$ cat config.mk
export PLATFORM = sky130hd
export DESIGN_NAME = i2c_eeprom_slave
export DESIGN_NICKNAME = d
export VERILOG_FILES = /design/src/rtl/i2c_eeprom_slave.sv
export SDC_FILE = /design/constraint.sdc
export NUM_CORES = 2
export LEC_CHECK = 0
export BUFFER_PORTS_ARGS = -buffer_cell sky130_fd_sc_hd__buf_2
export CORE_ASPECT_RATIO = 1.1
export CORE_MARGIN = 3
export CORE_UTILIZATION = 69
export CTS_BUF_LIST = sky130_fd_sc_hd__clkbuf_4 sky130_fd_sc_hd__clkbuf_8 sky130_fd_sc_hd__clkbuf_16
export DETAILED_ROUTE_END_ITERATION = 10
export GPL_TIMING_DRIVEN = 1
export PLACE_DENSITY = 0.82
export SLEW_MARGIN = 10
export SYNTH_ARGS = -nofsm -noshare
export SYNTH_HDL_FRONTEND = slang
export SYNTH_SLANG_ARGS = --single-unit
export TNS_END_PERCENT = 20
$ cat constraint.sdc
create_clock -name clk -period 6.9 [get_ports clk]
set_clock_uncertainty 0.05 [all_clocks]
set_input_delay 0.345 -clock clk [delete_from_list [all_inputs] [get_ports clk]]
set_output_delay 0.345 -clock clk [all_outputs]
set_load 0.01 [all_outputs]
$ cat src/rtl/i2c_eeprom_slave.sv
module i2c_eeprom_slave #(
  parameter int ADDR_W = 7,
  parameter int PROG_CYCLES = 2000,
  parameter logic [3:0] DEV_CODE = 4'b1010
) (
  input  logic clk,
  input  logic rst_n,
  input  logic scl_i,
  input  logic sda_i,
  output logic sda_oe
);
  localparam int DEPTH = 1 << ADDR_W;
  localparam int CNT_W = $clog2(PROG_CYCLES + 1);

  typedef enum logic [2:0] {S_IDLE, S_RX, S_ACK, S_TX, S_MACK} state_t;
  typedef enum logic [1:0] {K_CTRL, K_ADDR, K_DATA} kind_t;

  state_t st;
  kind_t kind;
  logic scl_q, scl_p, sda_q, sda_p;
  logic [3:0] bitcnt;
  logic [7:0] shreg, txsh;
  logic [ADDR_W-1:0] addr;
  logic rw, wrote, mack;
  logic [CNT_W-1:0] prog_cnt;
  logic [7:0] mem [DEPTH];

  wire start_det = scl_q & scl_p & sda_p & ~sda_q;
  wire stop_det  = scl_q & scl_p & ~sda_p & sda_q;
  wire scl_rise  = scl_q & ~scl_p;
  wire scl_fall  = ~scl_q & scl_p;
  wire busy      = prog_cnt != '0;
  wire [7:0] rd_byte = mem[addr];
  wire byte_end  = scl_fall && bitcnt == 4'd8;
  wire mem_we    = st == S_RX && kind == K_DATA && byte_end;

  always_ff @(posedge clk or negedge rst_n) begin
    if (!rst_n) begin
      for (int i = 0; i < DEPTH; i++) mem[i] <= 8'h00;
    end else if (mem_we) begin
      mem[addr] <= shreg;
    end
  end

  always_ff @(posedge clk or negedge rst_n) begin
    if (!rst_n) begin
      scl_q <= 1'b1; scl_p <= 1'b1; sda_q <= 1'b1; sda_p <= 1'b1;
      st <= S_IDLE; kind <= K_CTRL; bitcnt <= '0;
      shreg <= '0; txsh <= '0; addr <= '0;
      rw <= 1'b0; wrote <= 1'b0; mack <= 1'b0;
      prog_cnt <= '0; sda_oe <= 1'b0;
    end else begin
      scl_q <= scl_i; scl_p <= scl_q;
      sda_q <= sda_i; sda_p <= sda_q;
      if (busy) prog_cnt <= prog_cnt - 1'b1;
      if (stop_det) begin
        st <= S_IDLE;
        sda_oe <= 1'b0;
        if (wrote) prog_cnt <= CNT_W'(PROG_CYCLES);
        wrote <= 1'b0;
      end else if (start_det) begin
        st <= S_RX;
        kind <= K_CTRL;
        bitcnt <= '0;
        sda_oe <= 1'b0;
      end else begin
        case (st)
          S_RX: begin
            if (scl_rise && bitcnt != 4'd8) begin
              shreg <= {shreg[6:0], sda_q};
              bitcnt <= bitcnt + 1'b1;
            end else if (byte_end) begin
              bitcnt <= '0;
              case (kind)
                K_CTRL: begin
                  if (shreg[7:4] == DEV_CODE && !busy) begin
                    rw <= shreg[0];
                    sda_oe <= 1'b1;
                    st <= S_ACK;
                  end else begin
                    st <= S_IDLE;
                  end
                end
                K_ADDR: begin
                  addr <= shreg[ADDR_W-1:0];
                  sda_oe <= 1'b1;
                  st <= S_ACK;
                end
                default: begin
                  addr <= addr + 1'b1;
                  wrote <= 1'b1;
                  sda_oe <= 1'b1;
                  st <= S_ACK;
                end
              endcase
            end
          end
          S_ACK: begin
            if (scl_fall) begin
              bitcnt <= '0;
              if (kind == K_CTRL && rw) begin
                txsh <= rd_byte;
                sda_oe <= ~rd_byte[7];
                addr <= addr + 1'b1;
                st <= S_TX;
              end else begin
                sda_oe <= 1'b0;
                st <= S_RX;
                kind <= (kind == K_CTRL) ? K_ADDR : K_DATA;
              end
            end
          end
          S_TX: begin
            if (scl_fall) begin
              bitcnt <= bitcnt + 1'b1;
              if (bitcnt == 4'd7) begin
                sda_oe <= 1'b0;
                st <= S_MACK;
              end else begin
                txsh <= {txsh[6:0], 1'b0};
                sda_oe <= ~txsh[6];
              end
            end
          end
          S_MACK: begin
            if (scl_rise) begin
              mack <= ~sda_q;
            end else if (scl_fall) begin
              bitcnt <= '0;
              if (mack) begin
                txsh <= rd_byte;
                sda_oe <= ~rd_byte[7];
                addr <= addr + 1'b1;
                st <= S_TX;
              end else begin
                st <= S_IDLE;
              end
            end
          end
          default: ;
        endcase
      end
    end
  end

  assert_oe_steady_scl_high_R4: assert property (@(posedge clk) disable iff (!rst_n)
    (scl_q && scl_p) |=> $stable(sda_oe));
  assert_release_after_ack_R4: assert property (@(posedge clk) disable iff (!rst_n)
    (st == S_ACK && scl_fall && !(kind == K_CTRL && rw)) |=> !sda_oe);
  assert_no_ctrl_ack_busy_R6: assert property (@(posedge clk) disable iff (!rst_n)
    (st == S_ACK && kind == K_CTRL) |-> !busy);
  assert_prog_from_stop_R6: assert property (@(posedge clk) disable iff (!rst_n)
    $rose(busy) |-> $past(stop_det));
  assert_stop_idles_R1: assert property (@(posedge clk) disable iff (!rst_n)
    stop_det |=> (st == S_IDLE && !sda_oe));
  assert_start_restarts_R8: assert property (@(posedge clk) disable iff (!rst_n)
    start_det |=> (st == S_RX && kind == K_CTRL && bitcnt == 4'd0 && !sda_oe));
  assert_nack_idles_R7: assert property (@(posedge clk) disable iff (!rst_n)
    (st == S_MACK && scl_fall && !mack) |=> (st == S_IDLE && !sda_oe));
  assert_bitcnt_range_R2: assert property (@(posedge clk) disable iff (!rst_n)
    bitcnt <= 4'd8);
endmodule

Word level (Yosys, flattened, before mapping)
Cells that the tools add are included.

Input port bits: 4. Output and inout bits: 1. Logic and storage cells: 302. Register bits after elaboration: 1074.

Mux-type cells: 72. Bitwise gates (word level): 17. Order comparisons: 2. Add/sub/neg operators: 3. Reductions and logical operators: 29. Equality and inequality tests: 36.

Operator list (count): 1024-bit bitwise mux (1); 7-bit two-way mux (14); 8-bit binary-select mux with 7-bit select (1); 8-bit demux with 7-bit select (1); 7-bit one-hot mux with 3 select lines (2); 4-bit != test (second input constant) (9); 11-bit two-way mux (3); 3-bit two-way mux (10); 4-bit two-way mux (6); 8-bit two-way mux (3); 2-bit != test (second input constant) (12); 1-bit two-way mux (19); 2-bit two-way mux (8); 4-bit one-hot mux with 4 select lines (1); 7-bit one-hot mux with 2 select lines (1); 3-bit one-hot mux with 4 select lines (1); 4-bit AND reduction (3); 11-bit AND reduction (1); 11-bit nonzero test (1); 11-bit by 1-bit subtractor with 11-bit output (second input constant) (1); 10-bit AND reduction (1); 5-bit AND reduction (2); 1-bit inverter (9); 9-bit AND reduction (1); other kinds (28) (48).

Depth between registers and ports, before layout
Depth after elaboration: 11. Mapped depth: 12. Gate-level depth less buffers: 9.

Worst setup path after synthesis
No wires, ideal clock.

Path type: register to register. Start: reg bitcnt[0]. End: reg mem[767] in the netlist's numbering. Arrival: 2.257 ns. Setup slack: 4.466 ns. Cell stages (with the launch flop): 11. Period minus slack after synthesis: 2.434 ns. Library setup time: 0.128 ns. Cells stage by stage: dfrtp_1 -> inv_1 -> ha_1 -> and3b_1 -> nand2_1 -> nor2_4 -> and4b_1 -> buf_6 -> nand2_8 -> nor2_8 -> mux2_1.

Word-level cells in the longest chain between the ends: 3.

Ends and longest elaborated chain: start: declaration (RTL line 21) `logic [3:0] bitcnt;`; start signal: assignment (RTL line 71) `bitcnt <= bitcnt + 1'b1;`; start signal: assignment (RTL line 115) `bitcnt <= bitcnt + 1'b1;`; 4-bit == test (RTL line 34) `wire byte_end = scl_fall && bitcnt == 4'd8;`; 1-bit logical AND (RTL line 34); 1-bit logical AND (RTL line 35) `wire mem_we = st == S_RX && kind == K_DATA && byte_end;`; end signal: indexed assignment (RTL line 41) `mem[addr] <= shreg;`; end: declaration (RTL line 26) `logic [7:0] mem [DEPTH];`.

No other way between the ends. A chain may end at the register's enable or synchronous reset.

Worst setup path after layout
Start: reg addr[1]. End: reg txsh[5].

Word-level cells in the longest chain between the ends: 8.

Ends and longest elaborated chain: start: declaration (RTL line 23) `logic [ADDR_W-1:0] addr;`; start signal: assignment (RTL line 85) `addr <= shreg[ADDR_W-1:0];`; start signal: assignment (RTL line 90) `addr <= addr + 1'b1;`; start signal: assignment (RTL line 104) `addr <= addr + 1'b1;`; 7-bit inverter with 8-bit output (implied by the code) (*) (RTL line 33) `wire [7:0] rd_byte = mem[addr];`; 8-bit binary-select mux with 7-bit select (*) (RTL line 33); 8-bit two-way mux (implied by the code) (*) (2 in series) (RTL line 33); 7-bit two-way mux (RTL line 130) `if (mack) begin`; 7-bit two-way mux (RTL line 128) `end else if (scl_fall) begin`; 7-bit two-way mux (RTL line 126) `if (scl_rise) begin`; 7-bit one-hot mux with 3 select lines (*) (RTL line 67) `case (st)`; end signal: assignment (RTL line 102) `txsh <= rd_byte;`; end signal: assignment (RTL line 120) `txsh <= {txsh[6:0], 1'b0};`; end signal: assignment (RTL line 131) `txsh <= rd_byte;`; end: declaration (RTL line 22) `logic [7:0] shreg, txsh;`.

Every way passes the cells marked *; elsewhere a longest branch is shown, timed or not. The select of a mux whose other input is x is not followed.

==> impl_metrics.ini <==
[grt]
grt_overflow_total = 0
grt_pass1_wl_mm = 232
grt_usage_pct = 39.1
grt_antenna_before_repair = 2
grt_max_degree = 196
grt_pass1_vias = 36500

[power_and_ir_drop]
p_leak_nw = 27.9
pwr_density_cell_mw_per_mm2 = 292
ir_drop_uv = 290

[sta]
fmax_mhz = 221
setup_viol = 0
tightestPinTransition_ns = 1.24
period_share_pct = 65.5
setup_tns_ns = 0
finalHoldViolCount = 0
whs_ns = 0.217
drv_slew = 0
period_needed_ns = 4.52
rsz0062_at_grt = false
slew_headroom_pct = 17.6

[detailed_routing]
first_pass_iters = 9
antenna_left = 0
vias_per_cell = 7.40
routed_wirelength_mm = 152
vias = 34700
wl_per_cell_um = 32.3
drc = 0
drt_iter0_drc = 4179

[cts]
path_clk_slew_ns = 0.07
cts_tree = built
ctsHoldBuffers = 3
clkSinkCount = 1074
root_buffer = clkbuf_16
postCtsSetupBuffers = 0
cts_buffers = 107
cts-resized-gates = 0
clock_latency_ns = 0.68
htreeDepth = 3
ctsLongestPathBuffers = 3

[yosys]
ys_seq_area_share_pct = 51.8
synth_fp_nets = 3759
synth_compound_area_share_pct = 8.61
ys_types = 89
synth_edf_count = 0
ys_warn_count = 0
synth_top_area_share_pct = 51.6
synth.avg_cell_area_um2 = 13.8
synth_fa_ha_area_share_pct = 0.0965
yosys.area_share.simple_pct = 7.05
synthXorXnorAreaFrac_pct = 0.118
synth_mux_area_share_pct = 29.6
ys_seq_elements = 1074
syn_area_mm2 = 0.0519
yosys.area.top_type = dfrtp_1
async_flop_share_pct = 100
synthTopCellsByArea = dfrtp_1 (52%), mux2_2 (17%), mux2_4 (7.8%), a221oi_1 (2.4%), nor2_8 (2.2%)
ys_dominant_reg_cell = dfrtp_1
synthCells = 3751
synth_top_family_by_area = multiplexers

[placement]
numPortBuffers = 4
gp_congestion = 0.963
dp_hpwl_mm = 93.3

[worst_setup_path]
cp.required_ns = 7.45
r2r_start = addr[1]
crit_arrival_ns = 5.07
crit_type = flop to flop
cp-startpoint = addr[1]
r2r_slack_ns = 2.38
r2r_cells = 8
path_max_fanout = 52
start_kind = flop
timing.rr.end = txsh[5]
endpoint = txsh[5]
endpoint_kind = flop

[floorplanning]
initial_core_util_pct = 70.3
boundaryPins = 5
core_mm2 = 0.0738
die_y_um = 294
dieArea_mm2 = 0.0785
placementRows = 104
chipWidth_um = 267

[status]
status = finished clean

[layout]
fin_nets = 3657
drive_gt1_share_pct = 42.0
syn_to_final_growth_pct = 8.81

[run]
max_cap_viol_count = 0

[min_path]
hold_class = input port to async pin
==> final cells by class <==
type	instances	area, um2
flip-flops and latches	1074	26900
diodes	1	2.50
well taps	954	1190
repair buffers	82	708
clock buffers	155	3240
fillers	4187	17300
clock inverters	44	672
inverters	14	52.6
multi-input cells	2370	23700
==> worst min-delay path by stage <==
stage	start	to	depth (start not counted)
after floorplan	rst_n	addr[0]	0
after global placement	sda_q	sda_p	0
after detailed placement	sda_q	sda_p	0
after CTS	scl_i	scl_q	2
after global routing	rst_n	prog_cnt[9]	2
final	rst_n	prog_cnt[9]	2
==> placed cells by master, fill, tap and decap left out, types with 67 or more instances in the layout <==
master / instances
dfrtp_1: 1058
mux2_2: 779
mux2_4: 269
a221oi_1: 142
nand2_1: 120
clkbuf_16: 109
nor2_1: 102
mux2i_1: 98
a22oi_1: 83
o21ai_0: 81
nand2_2: 79
a21oi_1: 78
buf_4: 67
==> report_power, final <==
part	internal [mW]	switching (mW)
registers	6.32	0.249
clock network	3.86	2.53
logic	0.810	2.69
total	11.0	5.47
==> cells in the mapped netlist (78+ instances only) <==
master    instances
a21oi_1          78
a221oi_1        142
a22oi_1          83
buf_2            79
clkbuf_1        171
dfrtp_1        1070
mux2_2          779
mux2_4          269
mux2i_1          98
nand2_1         120
nand2_2          79
nor2_1          104
o21ai_0          81
==> registers in the layout, summed over array words and instances (netlist names), 2 cells and up <==
register	cells
addr	7
txsh	7
shreg	8
prog_cnt	11
st	3
kind	2
bitcnt	4
mem	1024
==> metrics by stage <==
step / worst slack (ns) / instances / instance area [um2] / utilization [%] / power (mW)
3_3_place_gp: 2.79 / 4490 / 52500 / 71.2 / 9.93
5_1_grt: 2.42 / 4693 / 56500 / 76.5 / 16.8
6_report: 2.38 / 4694 / 56500 / 76.5 / 16.5
4_1_cts: 2.63 / 4692 / 56400 / 76.5 / 16.3
2_1_floorplan: 4.47 / 3751 / 51900 / - / 8.61
3_5_place_dp: 2.76 / 4490 / 52500 / 71.2 / 9.98
==> layer usage <==
layer | share of wire (%) | track usage, % | vias up
met5 | 0.0079 | 0 | -
li1 | - | - | 13800
met1 | 37 | 50.9 | 17900
met3 | 11 | 10.6 | 720
met2 | 45 | 59.2 | 2338
met4 | 6.9 | 23.6 | 2
==> worst max-delay path, stage by stage (launching register included) <==
cell and delay, ns:
dfrtp_4 0.97, buf_4 0.71, and2_2 0.97, a22oi_1 0.21
a21oi_1 0.19, nor2_1 0.08, nor3_1 0.59, o311ai_1 0.36
a31oi_1 0.26
==> cell families (layout without fill, tap and decap cells) <==
kind of cell,after synthesis,count (layout)
AOI/OAI and AO/OA,599,599
xor gates and xnor gates,7,7
adders and majority gates,4,4
buffers and inverters,307,295
DFF,1074,1074
muxes,1243,1243
other,0,1
and+or+nand+nor,517,517
No activity file was read; power rests on OpenSTA's default activity.
